`config.mk`:
```
export PLATFORM = sky130hd
export DESIGN_NAME = elw_clamp_stage
export DESIGN_NICKNAME = d
export VERILOG_FILES = /design/src/rtl/elw_clamp_pkg.sv /design/src/rtl/elw_limit_gen.sv /design/src/rtl/elw_range_detect.sv /design/src/rtl/elw_wrap_ext.sv /design/src/rtl/elw_clamp_stage.sv
export SDC_FILE = /design/constraint.sdc
export NUM_CORES = 1
export LEC_CHECK = 0
export ABC_AREA = 1
export BUFFER_PORTS_ARGS = -buffer_cell sky130_fd_sc_hd__buf_2
export CAP_MARGIN = 20
export CORE_ASPECT_RATIO = 0.7
export CORE_MARGIN = 5
export CORE_UTILIZATION = 51
export DETAILED_ROUTE_END_ITERATION = 16
export PLACE_DENSITY = 0.78
export SLEW_MARGIN = 15
export SYNTH_ARGS = -nofsm -noshare
export SYNTH_HDL_FRONTEND = slang
export SYNTH_SLANG_ARGS = --single-unit
```
`constraint.sdc`:
```
create_clock -name clk -period 4 [get_ports clk]
set_clock_uncertainty 0.05 [all_clocks]
set_input_delay 0.8 -clock clk [delete_from_list [all_inputs] [get_ports clk]]
set_output_delay 0.8 -clock clk [all_outputs]
set_load 0.05 [all_outputs]
```
`src/rtl/elw_clamp_pkg.sv`:
```
package elw_clamp_pkg;

  typedef enum logic [1:0] {
    EW_NATIVE = 2'b00,
    EW_BYTE   = 2'b01,
    EW_HALF   = 2'b10,
    EW_WORD   = 2'b11
  } elw_code_e;

  localparam int unsigned NUM_CODES = 4;

  // Element width selected by a code; the native code maps to the datapath width.
  function automatic int unsigned code_bits(input int unsigned code, input int unsigned dw,
                                            input int unsigned w_b, input int unsigned w_h,
                                            input int unsigned w_w);
    case (code)
      1:       return w_b;
      2:       return w_h;
      3:       return w_w;
      default: return dw;
    endcase
  endfunction

endpackage

```
`src/rtl/elw_limit_gen.sv`:
```
module elw_limit_gen
  import elw_clamp_pkg::*;
#(
  parameter int unsigned DW   = 64,
  parameter int unsigned W_B  = 8,
  parameter int unsigned W_H  = 16,
  parameter int unsigned W_W  = 32
) (
  input  logic [1:0]    code,
  input  logic          is_signed,
  output logic [DW-1:0] keep_mask,
  output logic [DW-1:0] sign_mask,
  output logic [DW:0]   hi_lim,
  output logic [DW:0]   lo_lim
);

  logic [DW-1:0] mask_tab [NUM_CODES];

  // One constant mask per width code.
  for (genvar g = 0; g < NUM_CODES; g++) begin : g_mask
    localparam int unsigned EW = code_bits(g, DW, W_B, W_H, W_W);
    assign mask_tab[g] = {DW{1'b1}} >> (DW - EW);
  end

  logic [DW-1:0] half_mask;

  always_comb begin
    keep_mask = mask_tab[code];
    half_mask = keep_mask >> 1;
    sign_mask = keep_mask ^ half_mask;
    if (is_signed) begin
      hi_lim = {1'b0, half_mask};
      lo_lim = {1'b1, ~half_mask};
    end else begin
      hi_lim = {1'b0, keep_mask};
      lo_lim = '0;
    end
  end

endmodule

```
`src/rtl/elw_range_detect.sv`:
```
module elw_range_detect #(
  parameter int unsigned DW = 64
) (
  input  logic          clk,
  input  logic          rst_n,
  input  logic [DW-1:0] value,
  input  logic [DW:0]   hi_lim,
  input  logic [DW:0]   lo_lim,
  output logic          above,
  output logic          below
);

  logic signed [DW:0] value_ext;

  always_comb begin
    value_ext = $signed({value[DW-1], value});
    above     = value_ext > $signed(hi_lim);
    below     = value_ext < $signed(lo_lim);
  end

  AST_RANGE_EXCLUSIVE: assert property (@(posedge clk) disable iff (!rst_n)
    !(above && below));

  AST_LIMIT_ORDER: assert property (@(posedge clk) disable iff (!rst_n)
    $signed(lo_lim) <= $signed(hi_lim));

endmodule

```
`src/rtl/elw_wrap_ext.sv`:
```
module elw_wrap_ext #(
  parameter int unsigned DW = 64
) (
  input  logic [DW-1:0] value,
  input  logic [DW-1:0] keep_mask,
  input  logic [DW-1:0] sign_mask,
  input  logic          is_signed,
  output logic [DW-1:0] wrapped
);

  logic [DW-1:0] low_bits;
  logic          top_bit;

  always_comb begin
    low_bits = value & keep_mask;
    top_bit  = |(value & sign_mask);
    wrapped  = (is_signed && top_bit) ? (low_bits | ~keep_mask) : low_bits;
  end

endmodule

```
`src/rtl/elw_clamp_stage.sv`:
```
module elw_clamp_stage
  import elw_clamp_pkg::*;
#(
  parameter int unsigned DW  = 64,
  parameter int unsigned W_B = 8,
  parameter int unsigned W_H = 16,
  parameter int unsigned W_W = 32
) (
  input  logic          clk,
  input  logic          rst_n,
  input  logic          in_valid,
  input  logic [DW-1:0] in_value,
  input  logic [1:0]    in_width,
  input  logic          in_sat_en,
  input  logic          in_signed,
  output logic          out_valid,
  output logic [DW-1:0] out_value,
  output logic          out_sat
);

  logic [DW-1:0] keep_mask;
  logic [DW-1:0] sign_mask;
  logic [DW:0]   hi_lim;
  logic [DW:0]   lo_lim;
  logic          above;
  logic          below;
  logic [DW-1:0] wrapped;
  logic [DW-1:0] next_value;
  logic          sat_event;

  elw_limit_gen #(.DW(DW), .W_B(W_B), .W_H(W_H), .W_W(W_W)) u_limits (
    .code      (in_width),
    .is_signed (in_signed),
    .keep_mask (keep_mask),
    .sign_mask (sign_mask),
    .hi_lim    (hi_lim),
    .lo_lim    (lo_lim)
  );

  elw_range_detect #(.DW(DW)) u_range (
    .clk    (clk),
    .rst_n  (rst_n),
    .value  (in_value),
    .hi_lim (hi_lim),
    .lo_lim (lo_lim),
    .above  (above),
    .below  (below)
  );

  elw_wrap_ext #(.DW(DW)) u_wrap (
    .value     (in_value),
    .keep_mask (keep_mask),
    .sign_mask (sign_mask),
    .is_signed (in_signed),
    .wrapped   (wrapped)
  );

  always_comb begin
    sat_event = in_sat_en && (above || below);
    if (in_sat_en && above)      next_value = hi_lim[DW-1:0];
    else if (in_sat_en && below) next_value = lo_lim[DW-1:0];
    else                         next_value = wrapped;
  end

  always_ff @(posedge clk) begin
    if (!rst_n) begin
      out_valid <= 1'b0;
      out_value <= '0;
      out_sat   <= 1'b0;
    end else begin
      out_valid <= in_valid;
      out_sat   <= in_valid && sat_event;
      if (in_valid) out_value <= next_value;
    end
  end

  AST_VALID_FOLLOWS: assert property (@(posedge clk) disable iff (!rst_n)
    in_valid |=> out_valid);

  AST_IDLE_QUIET: assert property (@(posedge clk) disable iff (!rst_n)
    !in_valid |=> (!out_valid && !out_sat));

  AST_IDLE_HOLD: assert property (@(posedge clk) disable iff (!rst_n)
    !in_valid |=> $stable(out_value));

  AST_NO_SAT_WITHOUT_EN: assert property (@(posedge clk) disable iff (!rst_n)
    (in_valid && !in_sat_en) |=> !out_sat);

  AST_UNSIGNED_FITS: assert property (@(posedge clk) disable iff (!rst_n)
    (in_valid && !in_signed) |-> ((next_value & ~keep_mask) == '0));

  AST_SIGNED_EXTENDS: assert property (@(posedge clk) disable iff (!rst_n)
    (in_valid && in_signed) |->
      ((next_value & ~keep_mask) == ((|(next_value & sign_mask)) ? ~keep_mask : '0)));

endmodule

```
==> out/metrics.yaml, run 1 <==
synth:
  async_flop_share_pct: 0
  synth.cell_area_um2: 6570
  synth_edf_count: 0
  synth_area_per_cell_um2: 6.15
  yosysWarnings: 0
  synth_ff_type: "dfxtp_1"
  synth_nets: 1237
  seq_area_frac_synth_pct: 20.1
  yosysUniqueCellTypes: 34
  syn_inst: 1069
  synth_seq_cells: 66
floorplanning:
  io_pins: 137
  initial_core_util_pct: 52.5
  fp.dieW_um: 146
  die_area_um2: 15300
  die_h_um: 105
  core_area_um2: 12500
  rows: 34
global_routing:
  use_met2_pct: 31.8
  grt-busiest-layer: "met1"
  grt_pass1_wl_mm: 31.0
  grt_pass1_vias: 6116
  grt_antenna_before_repair: 0
  track_usage_pct: 24.0
  grt_util_met1_pct: 39.4
  overflow: 0
  grtUsageMet3_pct: 4.67
  grt_max_degree: 81
power:
  power.density_nw_per_um2: 341
  irDropWorstVdd_uv: 287
  p_leak_nw: 4.58
min_path:
  whs_path_depth: 2
  holdPathEnd: "out_value[7]"
  min_path_type: "flip-flop to flip-flop"
  min_from: "out_value[7]"
sta:
  hold_viol: 0
  fin_crit_sh_pct: 90.9
  slew_violations: 0
  timing.setup.tns_ns: 0
  min_period_ns: 3.64
  worst_slew_pin_slew_ns: 0.840
  setup_viol: 0
  slew_headroom_pct: 44.0
  fmax_mhz: 275
  whs_ns: 0.434
  rsz0062_at_grt: "no"
place:
  place_inst: 1346
  dp_hpwl_mm: 14.9
  gp_congestion: 0.939
  port_buffers: 136
clock_tree:
  post_cts_resized: 0
  cts_tree: "done"
  clock-sinks: 66
  post_cts_buffers: 0
  clock_latency_ns: 0.33
  htreeDepth: 3
  cts_made_buffers: 9
  cts_buffer_depth: 2
  clock_tree.root_cell: "clkbuf_16"
  clk_pin_slew_ns: 0.06
  cts_hold_repair.buffers: 0
final_layout:
  fin_util_pct: 62.6
  drive_gt1_share_pct: 18.1
  insertedDiodeCount: 0
  syn2layout_area_growth_pct: 19.2
  design.final.nets: 1363
  final_cell_count_no_fill: 1362
detailed_routing:
  dr.pass1.iters: 6
  postRouteAntennaNets: 0
  drc_errors: 0
  vias: 7048
  wl_per_cell_um: 14.0
  wirelength_mm: 19.0
  drt_iter0_markers: 618
  viasPerCell: 5.17
outcome:
  status: "completed"
worst_setup_path:
  worstPathArrival_ns: 3.81
  path_class: "input port to flip-flop"
  reg2reg_from: "out_value[36]"
  reg2reg_slack_ns: 3.21
  required_ns: 4.17
  crit_path_start_kind: "input port"
  r2r_cells: 4
  endpoint_kind: "flip-flop"
  r2r-end: "out_value[36]"
  crit_fanout: 13
flow_run:
  max_cap_viol_count: 0
==> layout make-up <==
| class | instances | area (um^2) |
|---|---|---|
| clock buffers | 10 | 229 |
| flip-flops and latches | 66 | 1320 |
| inverters | 120 | 450 |
| clock inverters | 6 | 115 |
| fillers | 1232 | 4680 |
| repair buffers | 160 | 951 |
| multi-input cells | 838 | 4560 |
| well taps | 162 | 203 |
==> per-stage QoR <==
step | total power, mW | area (um^2) | setup slack, ns
final | 2.67 | 7830 | 0.365
after global routing | 2.83 | 7830 | 0.112
after detailed placement | 1.75 | 7490 | 0.134
after floorplan | 1.48 | 6570 | 0.161
after CTS | 2.67 | 7830 | 0.447
after global placement | 1.74 | 7490 | 0.173
==> state kept, by name (all words and copies together) (netlist names) <==
| register | count |
|---|---|
| out_sat | 1 |
| out_value | 64 |
| out_valid | 1 |
==> synth_stat cells, drive strengths merged (2+ instances only) <==
master | instances | share of area [%]
or2 | 2 | 0.19
nand4 | 16 | 1.6
dfxtp | 66 | 20
and2 | 2 | 0.19
nand2 | 322 | 19
nor3 | 5 | 0.38
nand3 | 114 | 11
a21oi | 55 | 4.2
clkbuf | 23 | 1.3
ha | 97 | 18
o21a | 5 | 0.57
buf | 22 | 2.3
o21ai | 49 | 3.8
inv | 119 | 6.8
nor2 | 163 | 9.4
a21o | 4 | 0.46
==> logic make-up after synthesis <==
| family | after synthesis | synth area share (%) |
|---|---|---|
| buffers and inverters | 165 | 10.5 |
| adders and majority gates | 97 | 18.5 |
| AOI/OAI and AO/OA | 115 | 9.31 |
| and+or+nand+nor | 626 | 41.6 |
| DFF | 66 | 20.1 |
==> worst max-delay path by stage <==
| stage | from | end | depth (start not counted) |
|---|---|---|---|
| floorplan | in_width[1] | out_value[33] | 20 |
| global placement | in_width[0] | out_value[54] | 21 |
| detailed placement | in_width[1] | out_value[56] | 20 |
| CTS | in_width[1] | out_value[35] | 20 |
| global route | in_width[0] | out_value[35] | 22 |
| finish | in_width[0] | out_value[35] | 21 |
==> metal layers <==
metal  share of wire (%)  wire length (um)
met5                   0                 0
met4                0.81               155
met3                 8.1              1550
met2                  39              7420
met1                  52              9900
==> cell usage in the layout (no fill, tap or decap), types with 2 or more instances in the layout <==
| master | netlist | routed |
|---|---|---|
| buf_12 | 0 | 7 |
| o21ai_1 | 3 | 3 |
| nand2_1 | 317 | 317 |
| a21o_1 | 4 | 4 |
| nor2_2 | 3 | 3 |
| nand3_1 | 88 | 88 |
| nand2_2 | 2 | 2 |
| clkbuf_16 | 0 | 9 |
| o21a_1 | 5 | 5 |
| o21ai_0 | 44 | 44 |
| nor3_1 | 5 | 5 |
| buf_4 | 2 | 18 |
| a21oi_1 | 55 | 55 |
| clkinv_4 | 0 | 2 |
| nand2_4 | 3 | 3 |
| ha_1 | 97 | 97 |
| nand3_2 | 25 | 25 |
| buf_2 | 13 | 135 |
| nor2_1 | 160 | 160 |
| inv_1 | 115 | 115 |
| inv_2 | 4 | 4 |
| o21ai_2 | 2 | 2 |
| and2_1 | 2 | 2 |
| dfxtp_1 | 66 | 66 |
| bufinv_16 | 0 | 3 |
| nand4_1 | 15 | 15 |
==> where the power goes <==
group | internal [mW] | leakage [nW] | switching (mW) | total [mW]
clock network | 0.611 | 0.163 | 0.299 | 0.910
registers | 0.714 | 0.547 | 0.0292 | 0.744
logic | 0.324 | 3.87 | 0.690 | 1.01
==> worst max-delay path, cell delays in order <==
cell	delay, ns
buf_2	0.12
inv_1	0.06
ha_1	0.33
buf_4	0.17
inv_2	0.04
o21ai_0	0.40
ha_1	0.35
nand2_1	0.09
nor2_1	0.04
nand3_1	0.07
nor2_1	0.05
nand3_1	0.07
nor2_1	0.06
nor2_2	0.16
buf_4	0.18
nand4_1	0.19
nand2_4	0.20
buf_12	0.16
nand3_2	0.06
nand2_1	0.11
inv_1	0.05
No activity file was read; power rests on OpenSTA's default activity.
==> run 2, diff against run 1 <==
--- a/config.mk
+++ b/config.mk
@@ -5,12 +5,11 @@
 export SDC_FILE = /design/constraint.sdc
 export NUM_CORES = 1
 export LEC_CHECK = 0
-export ABC_AREA = 1
 export BUFFER_PORTS_ARGS = -buffer_cell sky130_fd_sc_hd__buf_2
 export CAP_MARGIN = 20
 export CORE_ASPECT_RATIO = 0.7
 export CORE_MARGIN = 5
-export CORE_UTILIZATION = 51
+export CORE_UTILIZATION = 50
 export DETAILED_ROUTE_END_ITERATION = 16
 export PLACE_DENSITY = 0.78
 export SLEW_MARGIN = 15
==> run 2 against run 1 <==
- sequential power shrank 0.5%
- flip-flop and latch count stayed put
- clock power shrank 11%
- sequential share of layout area increased by 0.50 points
- die area down 9.5%
- setup slack got worse by 0.26 ns
- first-iteration DRC count is 24% lower
- maximum frequency shrank 6.6%
- cell count fell by 24%
- count of clock-buffer cells in the layout increased by 1
==> out/metrics.yaml, run 2 <==
synth:
  synth.cell_area_um2: 5780
  synth.most_common_cell: "o21ai_0"
  yosysWarnings: 0
  synth_top_family_by_area: "compound AO/OA/AOI/OAI gates"
  synth_xor_area_share_pct: 0.303
  syn_inst: 714
  async_flop_share_pct: 0
  synth_area_per_cell_um2: 8.09
  synthSimpleGateAreaFrac_pct: 15.8
  synth_edf_count: 0
  synth-compound-area-share_pct: 32.8
  seq_area_frac_synth_pct: 22.9
  synth_top_area_share_pct: 22.9
  ys_top_cells_by_count: "o21ai_0 (103), ha_1 (97), dfxtp_1 (66), nand3_1 (65), a21oi_1 (48)"
  synth_nets: 882
  yosysUniqueCellTypes: 55
  synth_top_area_cell: "dfxtp_1"
  synth.mux.area_fraction_pct: 0.715
  synthTopCellsByArea: "dfxtp_1 (23%), ha_1 (21%), o21ai_0 (8.9%)"
  synth_seq_cells: 66
  synth_ff_type: "dfxtp_1"
  yosys.area_share.adder_pct: 21.0
min_path:
  min_path_type: "flip-flop to flip-flop"
  whs_path_depth: 2
  min_from: "out_value[7]"
sta:
  hold_viol: 0
  slew_headroom_pct: 63.4
  min_period_ns: 3.89
  rsz0062_at_grt: "yes"
  fin_crit_sh_pct: 97.3
  setup_viol: 0
  fmax_mhz: 257
  worst_slew_pin_slew_ns: 0.545
  slew_violations: 0
detailed_routing:
  drc_errors: 0
  vias: 6384
  postRouteAntennaNets: 0
  viasPerCell: 6.16
  drt_iter0_markers: 469
  wirelength_mm: 19.5
  dr.pass1.iters: 7
  wl_per_cell_um: 18.8
power:
  p_leak_nw: 3.63
  irDropWorstVdd_uv: 212
  power.density_nw_per_um2: 335
final_layout:
  final_cell_mix: "buf_2 (134), o21ai_0 (100), ha_1 (91)"
  final_common_cell: "buf_2"
  design.final.nets: 1046
  top_regs: "out_value (64), out_sat (1), out_valid (1)"
  drive_gt1_share_pct: 32.5
  regMostFlops: "out_value"
  fillers: 876
  syn2layout_area_growth_pct: 31.6
  fin_util_pct: 68.1
  largest_reg_flops: 64
  insertedDiodeCount: 0
  postLayoutCellArea_um2: 7600
floorplanning:
  rows: 32
  core_area_um2: 11200
  initial_core_util_pct: 51.7
  die_h_um: 99.9
  io_pins: 137
  die_area_um2: 13800
  fp.dieW_um: 138
clock_tree:
  htreeDepth: 3
  cts_hold_repair.buffers: 0
  clock_latency_ns: 0.34
  clock_tree.root_cell: "clkbuf_16"
  clk_pin_slew_ns: 0.06
  cts_tree: "done"
  cts_buffer_depth: 2
  cts_made_buffers: 9
  clock-sinks: 66
worst_setup_path:
  path_class: "input port to flip-flop"
  required_ns: 4.22
  critPathMaxStageDelay_ns: 0.58
  path_common_cell: "buf_4"
  reg2reg_from: "out_value[63]"
  r2r_cells: 3
  crit_fanout: 16
  worstPathArrival_ns: 4.11
  endpoint_kind: "flip-flop"
  worstPathCellList: "buf_4, inv_12, ha_4, clkinvlp_4, buf_12, ha_4, nand4_1, or4_4, nor4_4, nand4_1, and4_1, o2bb2ai_2, buf_4, or3_1, buf_4, a31oi_1"
  crit_path_top_delay_cell: "or4_4"
  setup.worst_path.start: "in_width[0]"
  crit_path_start_kind: "input port"
global_routing:
  overflow: 0
  grt_antenna_before_repair: 0
  grt_max_degree: 41
  grt_pass1_wl_mm: 31.4
  grt_pass1_vias: 6288
  track_usage_pct: 27.3
place:
  gp_congestion: 0.941
  port_buffers: 136
  placed_area_um2: 7110
  dp_hpwl_mm: 14.3
flow_run:
  max_cap_viol_count: 0
outcome:
  status: "completed"
## run 2: changes by cell type after synthesis, moves of 30 or more
cell     previous run  this run
nand2_1           317        41
nor2_1            160        13
inv_1             115        35
o21ai_0            44       103
a21o_1              4        38
a31oi_2             0        30
## run 2: logic make-up (layout without fill, tap and decap cells)
| group | Yosys count | after routing |
|---|---|---|
| AO/OA/AOI/OAI | 282 | 282 |
| AND/OR/NAND/NOR | 176 | 176 |
| adder cells (fa/ha/maj) | 97 | 97 |
| buffers and inverters | 87 | 256 |
| flip-flops | 66 | 66 |
| multiplexers | 4 | 4 |
| XOR/XNOR | 2 | 2 |
## run 2: layout make-up
| cell class | instances | area (um^2) | share of cell area [%] |
|---|---|---|---|
| Tap cell | 153 | 191 | 2.52 |
| Clock buffer | 11 | 243 | 3.19 |
| Sequential cell | 66 | 1320 | 17.4 |
| Multi-Input combinational cell | 561 | 4310 | 56.7 |
| Clock inverter | 5 | 53.8 | 0.708 |
| Timing Repair Buffer | 205 | 1330 | 17.5 |
| Inverter | 35 | 155 | 2.04 |
## run 2: metal layers
metal / wire, um / track usage (%) / part of all wire (%) / vias to the layer above
li1: - / - / - / 3055
met1: 8230 / 35.2 / 42 / 3006
met2: 9120 / 45.5 / 47 / 270
met3: 1630 / 6.00 / 8.4 / 53
met4: 512 / 9.34 / 2.6 / 0
met5: 0 / 0 / 0 / -
## run 2: power breakdown
group	leakage (nW)	total [mW]	switching (mW)	internal (mW)
clock network	0.149	0.810	0.312	0.497
logic	2.93	0.994	0.640	0.354
registers	0.547	0.740	0.0261	0.714
## run 2: final timing paths
check / endpoint / slack (ns)
max reg2reg: out_value[63] / 3.19
min: out_value[7] / 0.47
max: out_value[25] / 0.11
min reg2reg: out_value[7] / 0.47
## run 2: what timing repair did
action,4_1_cts,5_1_grt
resized for setup,13,21
gates cloned,1,0
buffers inserted,0,2
pin swaps,1,7
setup endpoints to repair,56,65
## run 2: per-stage QoR
step	power (mW)	cells	TNS [ns]	hold WS, ns	setup WS [ns]
final	2.54	1036	0	0.470	0.108
after CTS	2.52	1034	0	0.465	0.0209
after global placement	1.65	1017	-27.26	0.444	-0.505
after floorplan	1.38	714	-24.66	0.700	-0.496
after detailed placement	1.69	1017	-29.31	0.450	-0.562
after global routing	2.67	1036	-0.0638	0.501	-0.0136
## run 2: critical path, delay by kind of cell
family	cells	cell delay, ns
AO/OA/AOI/OAI	2	0.33
adder cells (fa/ha/maj)	2	0.42
buffers and inverters	6	0.81
AND/OR/NAND/NOR	6	1.71
